## src/rtl/iqgo_pkg.sv

```systemverilog
package iqgo_pkg;
   localparam int REG_W  = 32;
   localparam int ADDR_W = 8;
   localparam logic [ADDR_W-1:0] GAIN_WORD_ADDR   = 8'h0C;
   localparam logic [ADDR_W-1:0] OFFSET_WORD_ADDR = 8'h0D;

   typedef enum int {
      CH_I = 0,
      CH_Q = 1
   } chan_e;

   localparam int NUM_CH = 2;
endpackage

```

## src/rtl/iqgo_cfg_regs.sv

```systemverilog
module iqgo_cfg_regs
   import iqgo_pkg::*;
#(
   parameter int SCALE_W = 9,
   parameter int FRAC_W  = 7,
   parameter int OFF_W   = 16
) (
   input  logic                     clk,
   input  logic                     rst_n,
   input  logic                     wr_en,
   input  logic [ADDR_W-1:0]        addr,
   input  logic [REG_W-1:0]         wdata,
   output logic [REG_W-1:0]         rdata,
   output logic [SCALE_W-1:0]       gain_i,
   output logic [SCALE_W-1:0]       gain_q,
   output logic signed [OFF_W-1:0]  offs_i,
   output logic signed [OFF_W-1:0]  offs_q
);
   localparam logic [SCALE_W-1:0] UNITY_CODE = SCALE_W'(1) << FRAC_W;
   localparam int GAIN_PAD = REG_W - 2*SCALE_W;

   logic hit_gain, hit_offs;

   assign hit_gain = (addr == GAIN_WORD_ADDR);
   assign hit_offs = (addr == OFFSET_WORD_ADDR);

   always_ff @(posedge clk) begin
      if (!rst_n) begin
         gain_i <= UNITY_CODE;
         gain_q <= UNITY_CODE;
         offs_i <= '0;
         offs_q <= '0;
      end else if (wr_en) begin
         if (hit_gain) begin
            gain_i <= wdata[SCALE_W-1:0];
            gain_q <= wdata[2*SCALE_W-1:SCALE_W];
         end
         if (hit_offs) begin
            offs_i <= wdata[OFF_W-1:0];
            offs_q <= wdata[2*OFF_W-1:OFF_W];
         end
      end
   end

   always_comb begin
      rdata = '0;
      if (hit_gain)
         rdata = {{GAIN_PAD{1'b0}}, gain_q, gain_i};
      else if (hit_offs)
         rdata = REG_W'({offs_q, offs_i});
   end

   // a gain write lands in both fields on the next cycle
   p_gain_write_r2: assert property (@(posedge clk) disable iff (!rst_n)
      (wr_en && hit_gain) |=> (gain_i == $past(wdata[SCALE_W-1:0]) &&
                               gain_q == $past(wdata[2*SCALE_W-1:SCALE_W])));

   // writes to any other address leave both words untouched
   p_stray_write_r2: assert property (@(posedge clk) disable iff (!rst_n)
      (wr_en && !hit_gain && !hit_offs) |=> ($stable(gain_i) && $stable(gain_q) &&
                                             $stable(offs_i) && $stable(offs_q)));
endmodule

```

## src/rtl/iqgo_channel.sv

```systemverilog
module iqgo_channel #(
   parameter int SAMPLE_W     = 16,
   parameter int SCALE_W      = 9,
   parameter int FRAC_W       = 7,
   parameter int OFF_W        = 16,
   parameter bit UNITY_BYPASS = 1'b1
) (
   input  logic                        clk,
   input  logic                        rst_n,
   input  logic                        in_valid,
   input  logic signed [SAMPLE_W-1:0]  in_data,
   input  logic [SCALE_W-1:0]          gain,
   input  logic signed [OFF_W-1:0]     offs,
   output logic                        out_valid,
   output logic signed [SAMPLE_W-1:0]  out_data
);
   localparam int PROD_W = SAMPLE_W + SCALE_W + 1;
   localparam int RND_W  = PROD_W + 1;
   localparam int INT_W  = RND_W - FRAC_W;
   localparam int SUM_W  = INT_W + 1;
   localparam logic [SCALE_W-1:0] UNITY_CODE = SCALE_W'(1) << FRAC_W;
   localparam logic signed [SUM_W-1:0] HI_LIM = SUM_W'((64'sd1 <<< (SAMPLE_W-1)) - 1);
   localparam logic signed [SUM_W-1:0] LO_LIM = -HI_LIM - SUM_W'(1);

   if (SUM_W <= OFF_W) begin : g_bad_sum
      $error("iqgo_channel: sum width too narrow for offset");
   end

   function automatic logic signed [PROD_W-1:0] mul_gain(
      input logic signed [SAMPLE_W-1:0] x,
      input logic [SCALE_W-1:0]         k
   );
      logic signed [PROD_W-1:0] kx;
      kx = PROD_W'(signed'({1'b0, k}));
      return PROD_W'(x) * kx;
   endfunction

   function automatic logic signed [SAMPLE_W-1:0] round_add_clip(
      input logic signed [PROD_W-1:0] p,
      input logic signed [OFF_W-1:0]  o
   );
      logic signed [RND_W-1:0] r;
      logic signed [INT_W-1:0] t;
      logic signed [SUM_W-1:0] s;
      r = RND_W'(p) + RND_W'(64'sd1 <<< (FRAC_W-1));
      t = r[RND_W-1:FRAC_W];
      s = SUM_W'(t) + SUM_W'(o);
      if (s > HI_LIM)
         return HI_LIM[SAMPLE_W-1:0];
      else if (s < LO_LIM)
         return LO_LIM[SAMPLE_W-1:0];
      return s[SAMPLE_W-1:0];
   endfunction

   logic                       is_unity;
   logic                       take_direct, take_mul;
   logic                       s1_valid;
   logic signed [PROD_W-1:0]   s1_prod;
   logic signed [OFF_W-1:0]    s1_offs;
   logic signed [PROD_W-1:0]   byp_prod;
   logic [1:0]                 age;

   if (UNITY_BYPASS) begin : g_bypass
      assign is_unity = (gain == UNITY_CODE);
   end else begin : g_no_bypass
      assign is_unity = 1'b0;
   end

   // unity samples skip the multiplier unless an older sample is in flight
   assign take_direct = in_valid && is_unity && !s1_valid;
   assign take_mul    = in_valid && !take_direct;
   assign byp_prod    = PROD_W'(in_data) <<< FRAC_W;

   always_ff @(posedge clk) begin
      if (!rst_n) begin
         s1_valid  <= 1'b0;
         s1_prod   <= '0;
         s1_offs   <= '0;
         out_valid <= 1'b0;
         out_data  <= '0;
      end else begin
         s1_valid <= take_mul;
         if (take_mul) begin
            s1_prod <= mul_gain(in_data, gain);
            s1_offs <= offs;
         end
         out_valid <= s1_valid | take_direct;
         if (s1_valid)
            out_data <= round_add_clip(s1_prod, s1_offs);
         else if (take_direct)
            out_data <= round_add_clip(byp_prod, offs);
      end
   end

   always_ff @(posedge clk) begin
      if (!rst_n)
         age <= '0;
      else if (age != 2'd3)
         age <= age + 2'd1;
   end

   // a non-unity sample always emerges two cycles later
   p_mul_latency_r5: assert property (@(posedge clk) disable iff (!rst_n)
      (age >= 2'd2 && $past(in_valid && !is_unity, 2)) |-> out_valid);

   // a unity sample with nothing in flight emerges one cycle later, unchanged when offset is 0
   p_bypass_exact_r6: assert property (@(posedge clk) disable iff (!rst_n)
      (in_valid && is_unity && !s1_valid && offs == '0) |=> (out_valid && out_data == $past(in_data)));

   // a valid output always traces back to an input one or two cycles earlier
   p_valid_source_r7: assert property (@(posedge clk) disable iff (!rst_n)
      (age >= 2'd2 && out_valid) |-> ($past(in_valid) || $past(in_valid, 2)));

   // gain zero yields the captured offset
   p_zero_gain_r9: assert property (@(posedge clk) disable iff (!rst_n)
      (age >= 2'd2 && $past(in_valid && gain == '0, 2)) |-> (out_data == SAMPLE_W'($past(offs, 2))));
endmodule

```

## src/rtl/iq_gain_offset.sv

```systemverilog
module iq_gain_offset
   import iqgo_pkg::*;
#(
   parameter int SAMPLE_W     = 16,
   parameter int SCALE_W      = 9,
   parameter int FRAC_W       = 7,
   parameter int OFF_W        = 16,
   parameter bit UNITY_BYPASS = 1'b1
) (
   input  logic                 clk,
   input  logic                 rst_n,
   input  logic                 cfg_wr_en,
   input  logic [7:0]           cfg_addr,
   input  logic [31:0]          cfg_wdata,
   output logic [31:0]          cfg_rdata,
   input  logic                 in_valid,
   input  logic [15:0]          in_i,
   input  logic [15:0]          in_q,
   output logic                 out_i_valid,
   output logic [15:0]          out_i,
   output logic                 out_q_valid,
   output logic [15:0]          out_q
);
   if (2*SCALE_W > REG_W) begin : g_bad_gain
      $error("iq_gain_offset: gain fields exceed the register width");
   end
   if (2*OFF_W > REG_W) begin : g_bad_offs
      $error("iq_gain_offset: offset fields exceed the register width");
   end
   if (FRAC_W >= SCALE_W || FRAC_W < 1) begin : g_bad_frac
      $error("iq_gain_offset: fraction bits must lie inside the gain code");
   end
   if (OFF_W > SAMPLE_W) begin : g_bad_ow
      $error("iq_gain_offset: offset wider than sample");
   end
   if (SAMPLE_W != 16) begin : g_bad_sw
      $error("iq_gain_offset: port width fixed at 16 bits");
   end

   logic [SCALE_W-1:0]         gain_ch [NUM_CH];
   logic signed [OFF_W-1:0]    offs_ch [NUM_CH];
   logic signed [SAMPLE_W-1:0] din_ch  [NUM_CH];
   logic signed [SAMPLE_W-1:0] dout_ch [NUM_CH];
   logic                       vout_ch [NUM_CH];

   iqgo_cfg_regs #(
      .SCALE_W (SCALE_W),
      .FRAC_W  (FRAC_W),
      .OFF_W   (OFF_W)
   ) u_regs (
      .clk    (clk),
      .rst_n  (rst_n),
      .wr_en  (cfg_wr_en),
      .addr   (cfg_addr),
      .wdata  (cfg_wdata),
      .rdata  (cfg_rdata),
      .gain_i (gain_ch[CH_I]),
      .gain_q (gain_ch[CH_Q]),
      .offs_i (offs_ch[CH_I]),
      .offs_q (offs_ch[CH_Q])
   );

   assign din_ch[CH_I] = in_i;
   assign din_ch[CH_Q] = in_q;

   for (genvar c = 0; c < NUM_CH; c++) begin : g_ch
      iqgo_channel #(
         .SAMPLE_W     (SAMPLE_W),
         .SCALE_W      (SCALE_W),
         .FRAC_W       (FRAC_W),
         .OFF_W        (OFF_W),
         .UNITY_BYPASS (UNITY_BYPASS)
      ) u_chan (
         .clk       (clk),
         .rst_n     (rst_n),
         .in_valid  (in_valid),
         .in_data   (din_ch[c]),
         .gain      (gain_ch[c]),
         .offs      (offs_ch[c]),
         .out_valid (vout_ch[c]),
         .out_data  (dout_ch[c])
      );
   end

   assign out_i_valid = vout_ch[CH_I];
   assign out_i       = dout_ch[CH_I];
   assign out_q_valid = vout_ch[CH_Q];
   assign out_q       = dout_ch[CH_Q];

   // outputs stay idle in the cycle right after reset
   p_reset_idle_r1: assert property (@(posedge clk)
      $past(!rst_n) |-> (!out_i_valid && !out_q_valid));
endmodule

```

## config.mk

```make
export PLATFORM = sky130hd
export DESIGN_NAME = iq_gain_offset
export DESIGN_NICKNAME = d
export VERILOG_FILES = /design/src/rtl/iqgo_pkg.sv /design/src/rtl/iqgo_cfg_regs.sv /design/src/rtl/iqgo_channel.sv /design/src/rtl/iq_gain_offset.sv
export SDC_FILE = /design/constraint.sdc
export NUM_CORES = 1
export LEC_CHECK = 0
export ABC_AREA = 1
export BUFFER_PORTS_ARGS = -buffer_cell sky130_fd_sc_hd__buf_2
export CAP_MARGIN = 20
export CORE_ASPECT_RATIO = 0.7
export CORE_MARGIN = 2
export CORE_UTILIZATION = 40
export DETAILED_ROUTE_END_ITERATION = 8
export GPL_TIMING_DRIVEN = 0
export PLACE_DENSITY = 0.52
export SYNTH_ARGS = -nofsm -noshare
export SYNTH_HDL_FRONTEND = slang
export SYNTH_SLANG_ARGS = --single-unit
```

## constraint.sdc

```tcl
create_clock -name clk -period 6.7 [get_ports clk]
set_input_delay 1.34 -clock clk [delete_from_list [all_inputs] [get_ports clk]]
set_output_delay 1.34 -clock clk [all_outputs]
set_load 0.1 [all_outputs]
```

==> out/qor.csv <==
metric,value,unit
initial_core_util,40.5,%
die_area,57800,sq um
rows,72,
p_per_area,126,nW/um^2
cp-startpoint,in_i[12],
endpoint_kind,flop,
worst_hold_path.endpoint,g_ch[1].u_chan.out_data[13]$_SDFFE_PN0P_,
nets,3870,
tritoncts,done,
ys.flop_type,dfxtp_1,
syn_to_final_growth,9.70,%
path_class,input pin to flop,
outcome,completed,
drive_gt1_share,7.02,%
hp-class,flop to flop,
synth-edff-count,0,
whs_path_depth,2,
postRouteAntennaNets,0,
synthCells,3220,
clock-sinks,158,
ctsHoldBuffers,0,
num_vias,21100,
rsz0062_at_grt,false,
die_x,287,um
cts_buffers,17,
hold-worst-slack,0.451,ns
hold_viol,0,
fin_skew,0.0167,ns
period_needed,6.31,ns
clkTransAtPathRegs,0.06,ns
num_io_pins,142,
dr.pass1.iters,5,
worst-r2r-setup-slack,0.49,ns
cts_root_buffer,clkbuf_16,
dpl.hpwl,66200,um
slew_headroom,29.2,%
yosysUniqueCellTypes,50,
placed_cells,4102,
synth_async_sr_flop_share,0,%
yosysSeqAreaShare,14.1,%
fp.coreArea,55200,sq um
setup_viol,0,
drt-initial-drc-count,1724,
final.period_utilization,94.2,%
startpoint_type,input pin,
worst_r2r_path_depth,22,
insertion_delay,0.46,ns
maxCapViolCount,0,
wl,78200,um
routabilityCongestion,0.970,
grt_usage,27.5,%
min-delay-start,g_ch[1].u_chan.out_data[13]$_SDFFE_PN0P_,
num_antenna_cells,0,
syn-cell-area,22400,sq um
post_drt_wl_per_cell,19.1,um
max_freq,0.158,GHz
yosys_warnings,0,
antenna_found_initial,4,
worst_slew_pin_slew,1.06,ns
leakagePower,14.0,nW
rr_startpoint,u_regs.gain_i[4]$_SDFFE_PN0P_,
vdd_drop_max,0.163,mV
dieHeight,202,um
grt_pass1_vias,21000,
synth_nets,3740,
r2r_end,g_ch[0].u_chan.s1_prod[19]$_SDFFE_PN0P_,
viasPerCell,5.14,
critPathArrivalTime,6.65,ns
slew_violations,0,
final_util,44.4,%
required,7.04,ns
crit_fanout,9,
cts_buffer_depth,2,
cts_max_level,4,
drc_errors,0,
grt_overflow_total,0,
io_buffers,141,
fin_setup_tns,0,ns
ys_seq_elements,158,
grt_max_degree,17,
grt_pass1_wl,122000,um
syn_area_per_cell,6.94,sq um
fin_cells,4103,
worst max-delay path, cell delays in order:
cell and delay (ns):
buf_2 0.22, clkbuf_1 0.46, nand2_1 0.18, fa_1 0.56, inv_1 0.05, fa_1 0.53, fa_1 0.45, fa_1 0.55
inv_1 0.06, fa_1 0.53, inv_1 0.04, ha_1 0.35, a21oi_1 0.21, nor2_1 0.06, nor2_1 0.14, o21ai_0 0.10
a21oi_1 0.28, o21ai_0 0.16, nand2_1 0.08, nand2_1 0.05, o221ai_1 0.18, inv_1 0.06
placed cells by master, fill, tap and decap left out, drive strengths merged, types with 2 or more instances in the layout:
master and count:
clkbuf 82, o22ai 12, nor3 22, o21ai 169
nand4 26, ha 198, nand2 770, a21boi 20
nor2 185, a31oi 15, buf 171, a21oi 243
nor4 14, nand3b 5, xnor2 43, fa 246
a31o 4, bufinv 3, a21o 19, nand3 110
dfxtp 158, inv 707, clkinv 7, or2 5
o221ai 3, xor2 80, a221oi 2, and3 3
o211ai 9, o21bai 15, and2 3, a22oi 3
o21a 5
synthesized netlist by cell type, types with 5 or more instances:
cell type  instances  area share (%)
o211ai_1           9            0.30
xnor2_1           43             1.7
nor2_2             5            0.14
nand2_2            5            0.14
a31oi_1           15            0.42
buf_2             18            0.40
o21ai_0          157             3.5
nor3_1            19            0.43
nand3_1          110             2.5
xor2_1            80             3.1
nand3b_1           5            0.17
inv_1            697              12
o21a_1             5            0.17
o21ai_2            5            0.20
o21ai_1            7            0.16
buf_1              7            0.12
nand2_1          765              13
ha_1             198              11
a21boi_0          19            0.64
nor2_1           180             3.0
nor4_1            13            0.36
o22ai_1           12            0.34
fa_1             246              22
o21bai_1          15            0.50
nand4_1           26            0.73
clkbuf_1          94             1.6
a21oi_1          241             5.4
dfxtp_1          158              14
a21o_1            19            0.64
repair_timing:
item / CTS / global route
endpoints found under the setup margin: 0 / 13
buffers inserted: 0 / 0
resized for setup: 0 / 8
metrics by stage:
step / worst slack (ns) / instance area, sq um / total power [mW]
2_1_floorplan: 0.643 / 22400 / 1.73
4_1_cts: 0.147 / 24600 / 3.10
6_report: 0.390 / 24500 / 3.09
3_3_place_gp: -0.210 / 24000 / 2.01
3_5_place_dp: -0.242 / 24000 / 2.02
5_1_grt: 0.0124 / 24500 / 3.24
worst max path at each step:
stage | depth (start not counted) | slack (ns) | to
after floorplan | 24 | 0.64 | g_ch[0].u_chan.s1_prod[22]$_SDFFE_PN0P_
after global placement | 21 | -0.21 | g_ch[1].u_chan.s1_prod[24]$_SDFFE_PN0P_
after detailed placement | 23 | -0.24 | g_ch[0].u_chan.s1_prod[23]$_SDFFE_PN0P_
after CTS | 23 | 0.15 | g_ch[0].u_chan.s1_prod[23]$_SDFFE_PN0P_
after global routing | 22 | 0.01 | g_ch[0].u_chan.s1_prod[24]$_SDFFE_PN0P_
final | 22 | 0.39 | g_ch[0].u_chan.s1_prod[24]$_SDFFE_PN0P_
power breakdown:
part	switching (mW)	leakage [nW]	internal (mW)	total [mW]
sequential	0.0485	1.30	0.995	1.04
combinational	0.700	12.4	0.269	0.969
clock	0.481	0.307	0.601	1.08
kinds of logic after synthesis:
group / share of synthesized area [%]
xor gates and xnor gates: 4.82
and+or+nand+nor: 20.8
AOI/OAI and AO/OA: 13.0
adders and majority gates: 33.1
DFF: 14.1
buffers and inverters: 14.1
registers in the layout, indices dropped and copies added, names as in the netlist:
register / count
g_ch.u_chan.s1_offs: 32
g_ch.u_chan.out_data: 32
u_regs.gain_q: 9
u_regs.gain_i: 9
g_ch.u_chan.s1_valid: 2
u_regs.offs_i: 16
u_regs.offs_q: 16
g_ch.u_chan.s1_prod: 40
g_ch.u_chan.out_valid: 2
layout make-up:
cell class / count / area (sq um)
fill: 5823 / 30700
multi-input combinational: 2233 / 16000
buffer: 95 / 414
sequential: 158 / 3160
clock inverter: 15 / 201
tap: 740 / 926
timing repair buffer: 142 / 721
inverter: 703 / 2640
clock buffer: 17 / 425
layer usage:
layer	wire length (um)	track usage, %	up-vias
li1	-	-	10200
met1	40400	43.4	10200
met2	30600	39.1	675
met3	6200	4.77	52
met4	1010	4.94	0
met5	0	0	-
Note: power is estimated with default switching activity, not from simulation.
